`src/rtl/fzr_pkg.sv`:
```
package fzr_pkg;

    localparam logic [1:0] METH_MAXMIN  = 2'd0;
    localparam logic [1:0] METH_SUMPROD = 2'd1;
    localparam logic [1:0] METH_MAXPROD = 2'd2;

    typedef enum logic [1:0] {
        ST_IDLE  = 2'd0,
        ST_FETCH = 2'd1,
        ST_APPLY = 2'd2
    } seq_state_e;

endpackage

```
`src/rtl/fzr_degree_bank.sv`:
```
module fzr_degree_bank #(
    parameter int DW  = 8,
    parameter int NFN = 8,
    localparam int FW = $clog2(NFN)
) (
    input  logic          clk,
    input  logic          rst_n,
    input  logic          wr_en,
    input  logic [FW-1:0] wr_idx,
    input  logic [DW-1:0] wr_val,
    input  logic [FW-1:0] rd_idx,
    output logic [DW-1:0] rd_val
);

    logic [DW-1:0] deg_d [NFN];
    logic [DW-1:0] deg_q [NFN];

    always_comb begin
        deg_d = deg_q;
        if (wr_en) begin
            deg_d[wr_idx] = wr_val;
        end
    end

    always_ff @(posedge clk or negedge rst_n) begin
        if (!rst_n) begin
            deg_q <= '{default: '0};
        end else begin
            deg_q <= deg_d;
        end
    end

    assign rd_val = deg_q[rd_idx];

endmodule

```
`src/rtl/fzr_combine.sv`:
```
module fzr_combine
    import fzr_pkg::*;
#(
    parameter int DW = 8
) (
    input  logic [1:0]    method,
    input  logic [DW-1:0] deg_a,
    input  logic [DW-1:0] deg_b,
    input  logic [DW-1:0] prev,
    output logic [DW-1:0] merged
);

    logic [2*DW-1:0] prod;
    logic [DW-1:0]   strength;
    logic [DW:0]     sum;

    always_comb begin
        prod = deg_a * deg_b;
        if (method == METH_SUMPROD || method == METH_MAXPROD) begin
            strength = prod[2*DW-1:DW];
        end else begin
            strength = (deg_a < deg_b) ? deg_a : deg_b;
        end
        sum = {1'b0, prev} + {1'b0, strength};
        if (method == METH_SUMPROD) begin
            merged = sum[DW] ? {DW{1'b1}} : sum[DW-1:0];
        end else begin
            merged = (strength > prev) ? strength : prev;
        end
    end

endmodule

```
`src/rtl/fzr_out_bank.sv`:
```
module fzr_out_bank #(
    parameter int DW  = 8,
    parameter int NFN = 8,
    localparam int FW = $clog2(NFN)
) (
    input  logic          clk,
    input  logic          rst_n,
    input  logic          clear,
    input  logic          upd_en,
    input  logic [FW-1:0] upd_idx,
    input  logic [DW-1:0] upd_val,
    output logic [DW-1:0] cur_val,
    input  logic [FW-1:0] rd_idx,
    output logic [DW-1:0] rd_val
);

    logic [DW-1:0] acc_d [NFN];
    logic [DW-1:0] acc_q [NFN];

    always_comb begin
        acc_d = acc_q;
        if (clear) begin
            acc_d = '{default: '0};
        end else if (upd_en) begin
            acc_d[upd_idx] = upd_val;
        end
    end

    always_ff @(posedge clk or negedge rst_n) begin
        if (!rst_n) begin
            acc_q <= '{default: '0};
        end else begin
            acc_q <= acc_d;
        end
    end

    assign cur_val = acc_q[upd_idx];
    assign rd_val  = acc_q[rd_idx];

endmodule

```
`src/rtl/fuzzy_rule_seq.sv`:
```
module fuzzy_rule_seq
    import fzr_pkg::*;
#(
    parameter int DW  = 8,
    parameter int AW  = 13,
    parameter int RW  = 8,
    parameter int NFN = 8,
    parameter int CW  = 8,
    localparam int FW = $clog2(NFN)
) (
    input  logic          clk,
    input  logic          rst_n,
    input  logic          start,
    input  logic [1:0]    method,
    input  logic [CW-1:0] rule_count,
    input  logic [AW-1:0] rule_base,
    input  logic          deg_we,
    input  logic          deg_var,
    input  logic [FW-1:0] deg_idx,
    input  logic [DW-1:0] deg_val,
    input  logic [FW-1:0] out_sel,
    output logic [DW-1:0] out_deg,
    output logic [AW-1:0] ram_addr,
    output logic          ram_ce_n,
    output logic          ram_rd_n,
    input  logic [RW-1:0] ram_data,
    input  logic          ram_ready,
    output logic          busy,
    output logic          done
);

    typedef struct packed {
        seq_state_e    st;
        logic [CW-1:0] rule;
        logic [1:0]    fld;
        logic [AW-1:0] addr;
        logic [FW-1:0] fi;
        logic [FW-1:0] fj;
        logic [FW-1:0] fk;
        logic [CW-1:0] cnt;
        logic [1:0]    meth;
        logic          done;
    } seq_t;

    seq_t seq_d, seq_q;
    logic clr_out;
    logic upd_out;
    logic [CW:0]   rule_inc;
    logic [DW-1:0] deg_rd [2];
    logic [DW-1:0] acc_cur;
    logic [DW-1:0] acc_new;

    // Two input degree banks, selected by deg_var
    for (genvar g = 0; g < 2; g++) begin : g_var
        fzr_degree_bank #(.DW(DW), .NFN(NFN)) u_bank (
            .clk    (clk),
            .rst_n  (rst_n),
            .wr_en  (deg_we && (deg_var == 1'(g))),
            .wr_idx (deg_idx),
            .wr_val (deg_val),
            .rd_idx ((g == 0) ? seq_q.fi : seq_q.fj),
            .rd_val (deg_rd[g])
        );
    end

    fzr_combine #(.DW(DW)) u_combine (
        .method (seq_q.meth),
        .deg_a  (deg_rd[0]),
        .deg_b  (deg_rd[1]),
        .prev   (acc_cur),
        .merged (acc_new)
    );

    fzr_out_bank #(.DW(DW), .NFN(NFN)) u_out (
        .clk     (clk),
        .rst_n   (rst_n),
        .clear   (clr_out),
        .upd_en  (upd_out),
        .upd_idx (seq_q.fk),
        .upd_val (acc_new),
        .cur_val (acc_cur),
        .rd_idx  (out_sel),
        .rd_val  (out_deg)
    );

    assign rule_inc = {1'b0, seq_q.rule} + (CW+1)'(1);

    always_comb begin
        seq_d   = seq_q;
        clr_out = 1'b0;
        upd_out = 1'b0;
        unique case (seq_q.st)
            ST_IDLE: begin
                if (start) begin
                    clr_out    = 1'b1;
                    seq_d.cnt  = rule_count;
                    seq_d.meth = method;
                    seq_d.addr = rule_base;
                    seq_d.rule = '0;
                    seq_d.fld  = '0;
                    if (rule_count == '0) begin
                        seq_d.done = 1'b1;
                        seq_d.st   = ST_IDLE;
                    end else begin
                        seq_d.done = 1'b0;
                        seq_d.st   = ST_FETCH;
                    end
                end
            end
            ST_FETCH: begin
                if (ram_ready) begin
                    seq_d.addr = seq_q.addr + AW'(1);
                    case (seq_q.fld)
                        2'd0:    seq_d.fi = ram_data[FW-1:0];
                        2'd1:    seq_d.fj = ram_data[FW-1:0];
                        default: seq_d.fk = ram_data[FW-1:0];
                    endcase
                    if (seq_q.fld == 2'd2) begin
                        seq_d.fld = '0;
                        seq_d.st  = ST_APPLY;
                    end else begin
                        seq_d.fld = seq_q.fld + 2'd1;
                    end
                end
            end
            ST_APPLY: begin
                upd_out    = 1'b1;
                seq_d.rule = rule_inc[CW-1:0];
                if (rule_inc == {1'b0, seq_q.cnt}) begin
                    seq_d.done = 1'b1;
                    seq_d.st   = ST_IDLE;
                end else begin
                    seq_d.st   = ST_FETCH;
                end
            end
            default: seq_d.st = ST_IDLE;
        endcase
    end

    always_ff @(posedge clk or negedge rst_n) begin
        if (!rst_n) begin
            seq_q <= '0;
        end else begin
            seq_q <= seq_d;
        end
    end

    assign ram_addr = seq_q.addr;
    assign ram_ce_n = (seq_q.st != ST_FETCH);
    assign ram_rd_n = (seq_q.st != ST_FETCH);
    assign busy     = (seq_q.st != ST_IDLE);
    assign done     = seq_q.done;

endmodule

```
`config.mk`:
```
export PLATFORM = sky130hd
export DESIGN_NAME = fuzzy_rule_seq
export DESIGN_NICKNAME = d
export VERILOG_FILES = /design/src/rtl/fzr_pkg.sv /design/src/rtl/fzr_degree_bank.sv /design/src/rtl/fzr_combine.sv /design/src/rtl/fzr_out_bank.sv /design/src/rtl/fuzzy_rule_seq.sv
export SDC_FILE = /design/constraint.sdc
export NUM_CORES = 1
export LEC_CHECK = 0
export BUFFER_PORTS_ARGS = -buffer_cell sky130_fd_sc_hd__buf_4
export CAP_MARGIN = 20
export CORE_MARGIN = 4
export CORE_UTILIZATION = 35
export DETAILED_ROUTE_END_ITERATION = 12
export GPL_TIMING_DRIVEN = 1
export PLACE_DENSITY = 0.6
export REMOVE_ABC_BUFFERS = 1
export SLEW_MARGIN = 10
export SYNTH_ARGS = -nofsm -noshare
export SYNTH_HDL_FRONTEND = slang
export SYNTH_SLANG_ARGS = --single-unit
```
`constraint.sdc`:
```
create_clock -name clk -period 8.15 [get_ports clk]
set_clock_uncertainty 0.1 [all_clocks]
set_input_delay 0.815 -clock clk [delete_from_list [all_inputs] [get_ports clk]]
set_output_delay 0.815 -clock clk [all_outputs]
set_load 0.03 [all_outputs]
```
Word level (Yosys, flattened, before mapping)
Index checks and enable logic that the tools add are counted.
{ "totals": {"register_bits": 237, "latchBits": 0, "ramBits": 0, "rom_bits": 0, "inputBits": 51, "output_inout_bits": 25, "elab_cells": 134, "memories": 0} }
{ "op_classes": {"addsub": 4, "n_mul": 1, "div_mod_pow": 0, "order_cmp": 9, "eq_ne": 12, "shifts": 0, "mux": 46, "bitwise": 7, "reduce_logical": 21} }
{ "ops": {"columns": ["cell", "n"], "rows": [
  ["64-bit bitwise mux", 3],
  ["64-bit 2-to-1 mux", 2],
  ["8-bit 2-to-1 mux", 15],
  ["8-bit binary-select mux with 3-bit select", 4],
  ["8-bit demux with 3-bit select", 2],
  ["15-bit case mux with 2 select lines", 1],
  ["25-bit 2-to-1 mux", 1],
  ["24-bit 2-to-1 mux", 1],
  ["4-bit greater-or-equal comparator (second input constant)", 5],
  ["3-bit inverter with 4-bit output", 5],
  ["3-bit AND reduction", 6],
  ["8-bit by 8-bit multiplier with 16-bit output", 1],
  ["8-bit case mux with 2 select lines", 1],
  ["13-bit by 1-bit adder with 13-bit output (second input constant)", 1],
  ["8-bit by 1-bit adder with 9-bit output (second input constant)", 1],
  ["8-bit by 8-bit adder with 9-bit output", 1],
  ["9-bit by 8-bit == test with 1-bit output", 1],
  ["3-bit 2-to-1 mux", 3],
  ["8-bit greater-than comparator", 1],
  ["8-bit logical NOT", 1],
  ["4-bit by 1-bit less-than comparator with 1-bit output (second input constant)", 2],
  ["8-bit less-than comparator", 1],
  ["1-bit 2-to-1 mux", 8],
  ["2-bit != test (second input constant)", 4],
  ["14 further kinds", 29]
]} }

Longest topological paths before layout
Gate-level depths: netlist of the first run.
{ "logic_depth": {"depth_word": 13, "depth_mapped": 34, "mapped_depth_nobuf": 29} }

Cells and area by module
From an unflattened synthesis of the first run, not the netlist that was laid out.
{ "unflattened": {"cells_unflattened": 1337, "hier_area_um2": 15429.8} }
{ "by_module_without_submodules": {"columns": ["module", "instances", "cells_per_inst", "area_per_inst_um2", "seq_area_each_um2"], "rows": [
  ["fzr_degree_bank", 2, 172, 2992.9, 1601.5],
  ["fzr_out_bank", 1, 330, 3756.1, 1601.5],
  ["fzr_combine", 1, 384, 3190.6, 0.0],
  ["fuzzy_rule_seq", 1, 279, 2497.4, 1126.1]
]} }

Worst setup path before layout of the first run
No wires, ideal clock.
{ "synth_timing": {"path_kind": "register to register", "start": "register seq_q[17] (netlist name)", "end": "register u_out.acc_q[11] (netlist name)", "setup_ns": 0.138, "t_arrival_ns": 7.518, "t_required_ns": 7.912, "path_slack_ns": 0.395, "stages_incl_launch_ff": 29, "n_path_buf": 3, "synth_period_minus_slack_ns": 7.755, "cell_sequence": "dfrtp_1 buf_2 buf_4 mux4_2 mux2i_1 inv_1 ha_1 fa_1 fa_1 fa_1 inv_1 fa_1 inv_1 ha_1 and3_1 nor3b_1 a2111oi_1 nor3_1 o31ai_1 ha_1 nand2_1 nor2_1 mux2i_1 and2_1 clkbuf_1 mux2i_1 a211oi_1 o21ai_1 o21ai_0"} }
{ "synth_via": {"elab_chain_len": 13, "elab_cells_between_ends": 16, "classes_between": "add/sub: 1; mul: 1; order compare: 2; mux: 11; bitwise: 1"} }
{ "synth_lines": {"columns": ["element", "line_no", "rtl"], "rows": [
  ["from (decl)", "fuzzy_rule_seq.sv:45", "seq_t seq_d, seq_q;"],
  ["from (signal assigned)", "fuzzy_rule_seq.sv:144", "seq_q <= seq_d;"],
  ["3-bit inverter with 4-bit output (not written as such) (*)", "fzr_degree_bank.sv:33", "assign rd_val = deg_q[rd_idx];"],
  ["8-bit binary-select mux with 3-bit select (*)", "fzr_degree_bank.sv:33", null],
  ["8-bit 2-to-1 mux (not written as such) (*) (2 in a row)", "fzr_degree_bank.sv:33", null],
  ["branches (longest 2 deep; another with 8-bit by 8-bit multiplier with 16-bit output)", null, null],
  ["8-bit 2-to-1 mux (*)", "fzr_combine.sv:19", "if (method == METH_SUMPROD || method == METH_MAXPROD) begin"],
  ["8-bit by 8-bit adder with 9-bit output / 8-bit greater-than comparator (equally long branches)", "fzr_combine.sv:24, fzr_combine.sv:28", null],
  ["8-bit 2-to-1 mux, on equally long branches", "fzr_combine.sv:26, fzr_combine.sv:28", null],
  ["8-bit 2-to-1 mux (*)", "fzr_combine.sv:25", "if (method == METH_SUMPROD) begin"],
  ["64-bit bitwise mux (*)", "fzr_out_bank.sv:25", "acc_d[upd_idx] = upd_val;"],
  ["64-bit 2-to-1 mux (*)", "fzr_out_bank.sv:24", "end else if (upd_en) begin"],
  ["64-bit 2-to-1 mux (*)", "fzr_out_bank.sv:22", "if (clear) begin"],
  ["to (signal assigned)", "fzr_out_bank.sv:31", "acc_q <= '{default: '0};"],
  ["to (signal assigned)", "fzr_out_bank.sv:33", "acc_q <= acc_d;"],
  ["to (decl)", "fzr_out_bank.sv:18", "logic [DW-1:0] acc_q [NFN];"]
]} }
Mark *: on every way between the ends. The select of a mux whose other input is x is not followed.
A chain may end at the register's enable or synchronous reset.

Final worst setup path of the first run
{ "layout_timing": {"start": "register seq_q[17] (netlist name)", "end": "register u_out.acc_q[40] (netlist name)"} }
The elaborated chain is that of the path after synthesis.

==> results of run 1 <==
## area by class of cell
type	instances	share of cell area, %
flip-flops and latches	237	34.2
repair buffers	129	5.79
well taps	577	4.16
inverters	74	1.60
multi-input cells	1027	49.5
clock buffers	39	4.27
clock inverters	7	0.512
## worst max path at each step
stage / start / end / slack [ps] / cells past startpoint
after global placement: seq_q[17] / u_out.acc_q[35] / 70 / 27
after CTS: seq_q[17] / u_out.acc_q[53] / 60 / 28
after floorplan: seq_q[17] / u_out.acc_q[7] / -20 / 25
after global routing: seq_q[17] / u_out.acc_q[18] / -40 / 28
after detailed placement: seq_q[17] / u_out.acc_q[35] / 20 / 27
final: seq_q[17] / u_out.acc_q[40] / 340 / 30
## placed cells by master, fill, tap and decap left out, types with 27 or more instances in the layout
cell type  Yosys  routed
dfrtp_1      237     235
mux2_2       149     149
buf_4         17     125
nand2_1      116     114
nor2_1       106     104
nand3_1       83      82
inv_1         73      73
o21ai_0       73      70
ha_1          66      66
mux2i_1       54      49
mux4_2        45      45
a21oi_1       43      40
o21ai_1       34      36
fa_1          36      36
clkbuf_16      0      27
## repair_timing
action	in CTS	in global routing
buffers inserted	0	6
gates resized for setup	1	27
endpoints found under the setup margin	5	64
pin swaps	0	3
## through the flow
step                      instance area (µm²)  setup slack, ps  util (%)  hold WS (ps)  cells
after floorplan                         14700            -18.9         -           352   1338
final                                   17400              340      41.0           155   2090
after global placement                  16400             69.6      38.7           372   2038
after global routing                    17400            -43.2      41.0           283   2090
after detailed placement                16400             18.7      38.7           376   2038
after CTS                               17200             62.1      40.7           247   2084
## cell families after synthesis
logic type,count (synthesis)
adder cells (fa/ha/maj),102
AO/OA/AOI/OAI,247
buffers and inverters,163
flip-flops,237
multiplexers,251
XOR/XNOR,19
AND/OR/NAND/NOR,408
## flip-flops by register name (all words and copies together) (netlist names)
name / count
g_var.u_bank.deg_q: 128
u_out.acc_q: 64
seq_q: 31
ram_addr: 13
done: 1
## metal layers
metal	wire length [µm]	global-route usage [%]	share of wire, %	vias up
li1	-	-	-	5256
met1	18000	23.4	46	5552
met2	18400	26.9	47	251
met3	1780	2.80	4.6	51
met4	662	3.22	1.7	0
met5	0	0	0	-
==> flow_metrics.env, run 1 <==
export IMPL_status="completed"
export IMPL_nFillCells=4091
export IMPL_yosysTopAreaCell="dfrtp_1"
export IMPL_syn_area_per_cell_um2=10.6
export IMPL_wirelength_mm=38.8
export IMPL_multi_input_area_mm2=0.00858
export IMPL_fin_crit_sh_pct=95.8
export IMPL_cts_hold_buffers=0
export IMPL_arrival_ps=8130
export IMPL_synth_most_common_cell="dfrtp_1"
export IMPL_die_h_um=216
export IMPL_r2r_start="seq_q[17]"
export IMPL_grt_usage_pct=16.5
export IMPL_r2r_end="u_out.acc_q[40]"
export IMPL_synth_mux_area_share_pct=21.8
export IMPL_core_area_mm2=0.0423
export IMPL_clk_pin_slew_ps=70
export IMPL_rsz0062_at_grt="true"
export IMPL_yosys_area_share_adder_pct=10.2
export IMPL_synthDistinctLibCells=76
export IMPL_cts_root_buf="clkbuf_16"
export IMPL_synth_area_mm2=0.0151
export IMPL_timing_critical_path_mode_cell="buf_4"
export IMPL_vias=11100
export IMPL_critPathLaunchType="flop"
export IMPL_htreeDepth=1
export IMPL_clk_path_buf_depth=3
export IMPL_diodes=0
export IMPL_max_stage_delay_ps=550
export IMPL_synth_edff_count=0
export IMPL_fin_nets=1648
export IMPL_synth_top_cells_by_count="237 x dfrtp_1, 149 x mux2_2, 116 x nand2_1, 106 x nor2_1, 83 x nand3_1"
export IMPL_cts_tree="built"
export IMPL_ant_nets=0
export IMPL_relSlewSlack_pct=24.5
export IMPL_clk_insertion_delay_late_ps=540
export IMPL_wl_per_cell_um=18.6
export IMPL_seq_area_frac_synth_pct=39.2
export IMPL_required_ps=8470
export IMPL_first_global_vias=11400
export IMPL_drt_iter0_markers=682
export IMPL_hold_path_class="in -> async"
export IMPL_path_class="reg -> reg"
export IMPL_period_needed_ps=7810
export IMPL_cts_sinks=237
export IMPL_std_cell_rows=75
export IMPL_areaGrowthSynthToFinish_pct=14.7
export IMPL_hpwl_mm=27.5
export IMPL_gp_congestion=0.851
export IMPL_die_area_mm2=0.0466
export IMPL_start_util_pct=35.7
export IMPL_cts_buffers=26
export IMPL_ys_flop_type="dfrtp_1"
export IMPL_yosys_top_cells_area="dfrtp_1 39%, mux2_2 11%, mux4_2 6.7%"
export IMPL_drc_errors=0
export IMPL_clock_fmax_ghz=0.128
export IMPL_synth_top_family_by_area="multiplexers"
export IMPL_via_per_inst=5.32
export IMPL_firstDrtPassIters=5
export IMPL_hold_viol=0
export IMPL_async_reset_ff_share_pct=100
export IMPL_grt_start_max_net_pins=113
export IMPL_grt_overflow=0
export IMPL_endpoint_kind="flop"
export IMPL_synth_compound_area_share_pct=10.4
export IMPL_synthXorXnorAreaFrac_pct=1.10
export IMPL_setup_viol=0
export IMPL_antenna_found_initial=0
export IMPL_timing_setup_tns_ps=0
export IMPL_syn_instance_count=1427
export IMPL_boundaryPins=76
export IMPL_die_x_um=216
export IMPL_yosysTopAreaCellShare_pct=39.2
export IMPL_worstMarginPinSlew_ps=1130
export IMPL_maxCapViolations=0
export IMPL_synth_seq_cells=237
export IMPL_grt_pass1_wl_mm=63.0
export IMPL_ff2ff_setup_slack_ps=340
export IMPL_drive_gt1_share_pct=26.6
export IMPL_yosys_area_share_simple_pct=12.7
export IMPL_critPathSlowestCell="fa_1"
export IMPL_synth_warnings=0
export IMPL_crit_fanout=8
export IMPL_crit_family="adder cells"
export IMPL_ff_latch_area_mm2=0.00593
export IMPL_drv_slew=0
export IMPL_portBuffers=70
export IMPL_r2r_cells=30
export IMPL_critPathBufInv=8
Power of run 1 is left out: the tool's default activity adds up to more than one toggle a clock period on the data nets, which glitch-free logic cannot reach.
==> run 2: changes to the inputs <==
--- a/config.mk
+++ b/config.mk
@@ -5,13 +5,13 @@
 export SDC_FILE = /design/constraint.sdc
 export NUM_CORES = 1
 export LEC_CHECK = 0
-export BUFFER_PORTS_ARGS = -buffer_cell sky130_fd_sc_hd__buf_4
 export CAP_MARGIN = 20
 export CORE_MARGIN = 4
 export CORE_UTILIZATION = 35
 export DETAILED_ROUTE_END_ITERATION = 12
+export DONT_BUFFER_PORTS = 1
 export GPL_TIMING_DRIVEN = 1
-export PLACE_DENSITY = 0.6
+export PLACE_DENSITY = 0.59
 export REMOVE_ABC_BUFFERS = 1
 export SLEW_MARGIN = 10
 export SYNTH_ARGS = -nofsm -noshare
==> flow_metrics.env, run 2 (synthesis gave the netlist of run 1 again) <==
export IMPL_multi_input_area_mm2=0.00860
export IMPL_boundaryPins=76
export IMPL_hold_path_class="in -> async"
export IMPL_fin_nets=1575
export IMPL_relSlewSlack_pct=28.8
export IMPL_top_register="g_var.u_bank.deg_q"
export IMPL_reg_top3="g_var.u_bank.deg_q (128), u_out.acc_q (64), seq_q (31)"
export IMPL_portBuffers=0
export IMPL_arrival_ps=8090
export IMPL_clk_pin_slew_ps=60
export IMPL_nFillCells=4080
export IMPL_largest_reg_flops=128
export IMPL_critPathSlowestCell="fa_1"
export IMPL_grt_start_max_net_pins=238
export IMPL_die_area_mm2=0.0466
export IMPL_first_global_vias=11300
export IMPL_grt_pass1_wl_mm=63.2
export IMPL_final_common_cell="dfrtp_1"
export IMPL_fin_area_mm2=0.0169
export IMPL_critPathLaunchType="flop"
export IMPL_hold_viol=0
export IMPL_areaGrowthSynthToFinish_pct=11.7
export IMPL_drt_iter0_markers=872
export IMPL_cts_root_buf="clkbuf_16"
export IMPL_endpoint_kind="flop"
export IMPL_via_per_inst=5.42
export IMPL_ff_latch_area_mm2=0.00593
export IMPL_htreeDepth=1
export IMPL_drv_slew=0
export IMPL_std_cell_rows=75
export IMPL_worstMarginPinSlew_ps=1060
export IMPL_crit_fanout=15
export IMPL_ant_nets=0
export IMPL_diodes=0
export IMPL_antenna_found_initial=0
export IMPL_clock_fmax_ghz=0.129
export IMPL_postPlaceCellArea_mm2=0.0158
export IMPL_gp_congestion=0.829
export IMPL_wirelength_mm=39.1
export IMPL_die_h_um=216
export IMPL_drive_gt1_share_pct=23.5
export IMPL_clk_path_buf_depth=3
export IMPL_rsz0062_at_grt="true"
export IMPL_fin_crit_sh_pct=95.2
export IMPL_vias=10900
export IMPL_cts_buffers=26
export IMPL_final_cell_mix="235 x dfrtp_1, 149 x mux2_2, 115 x nand2_1"
export IMPL_grt_overflow=0
export IMPL_die_x_um=216
export IMPL_r2r_start="seq_q[14]"
export IMPL_core_area_mm2=0.0423
export IMPL_setup_viol=0
export IMPL_period_needed_ps=7760
export IMPL_startpoint="seq_q[14]"
export IMPL_grt_usage_pct=16.5
export IMPL_maxCapViolations=0
export IMPL_cts_tree="built"
export IMPL_cts_sinks=237
export IMPL_status="completed"
export IMPL_max_stage_delay_ps=570
export IMPL_wl_per_cell_um=19.4
export IMPL_hpwl_mm=27.5
export IMPL_drc_errors=0
export IMPL_clk_insertion_delay_late_ps=550
export IMPL_firstDrtPassIters=5
export IMPL_timing_setup_tns_ps=0
export IMPL_path_class="reg -> reg"
export IMPL_required_ps=8490
export IMPL_timing_critical_path_mode_cell="fa_1"
export IMPL_start_util_pct=35.7
==> run 2: changes by cell type in the layout (fill, tap and decap cells not counted), sizes merged <==
cell and change:
buf -73, clkinv +3, clkbuf -2, bufinv -1, inv +1
==> run 2: per-layer routing <==
metal	part of all wire, %	GRT usage, %	vias to the layer above
met5	0	0	-
met4	2.4	4.10	0
met3	5.5	3.60	61
met2	47	26.8	268
met1	45	22.7	5502
li1	-	-	5109
==> run 2: area by class of cell <==
type                            count  area share, %
Timing Repair Buffer               56           2.95
Clock buffer                       37           4.57
Clock inverter                     10          0.533
Tap cell                          577           4.27
Inverter                           74           1.64
Sequential cell                   237           35.1
Multi-Input combinational cell   1027           50.9
==> run 2: critical path, delay by kind of cell, from the launching register on <==
kind | cells | cell delay (ps)
adder cells (fa/ha/maj) | 7 | 3140
AO/OA/AOI/OAI | 10 | 1640
multiplexers | 3 | 960
buffers and inverters | 6 | 660
AND/OR/NAND/NOR | 2 | 640
flip-flops | 1 | 370
XOR/XNOR | 1 | 100
==> run 2: stage by stage <==
step | hold WS, ps | worst slack, ps | utilization, % | std cells
final | 84.0 | 393 | 39.9 | 2018
after global routing | 101 | -27.4 | 39.9 | 2018
after CTS | 268 | 11.1 | 39.5 | 2011
after detailed placement | 380 | -183 | 37.4 | 1963
after global placement | 370 | -103 | 37.4 | 1963
after floorplan | 352 | -18.9 | - | 1338
==> run 2: path summary, 6_finish.rpt <==
kind	endpoint	depth (start not counted)	slack [ps]
min reg2reg	seq_q[1]	2	390
min	u_out.acc_q[18]	1	80
max	u_out.acc_q[5]	29	390
max reg2reg	u_out.acc_q[5]	29	390
min in group clk	seq_q[8]	2	290
max in group asynchronous	g_var[1].u_bank.deg_q[48]	2	6660
==> run 2: timing repair <==
item                       4_1_cts  5_1_grt
hold endpoints to repair       237        0
hold buffers                     1        0
pin swaps                        0        4
setup buffers                    0        6
setup endpoints to repair       38       64
gates resized for setup          3       24
Power of run 2 is left out for the same reason.
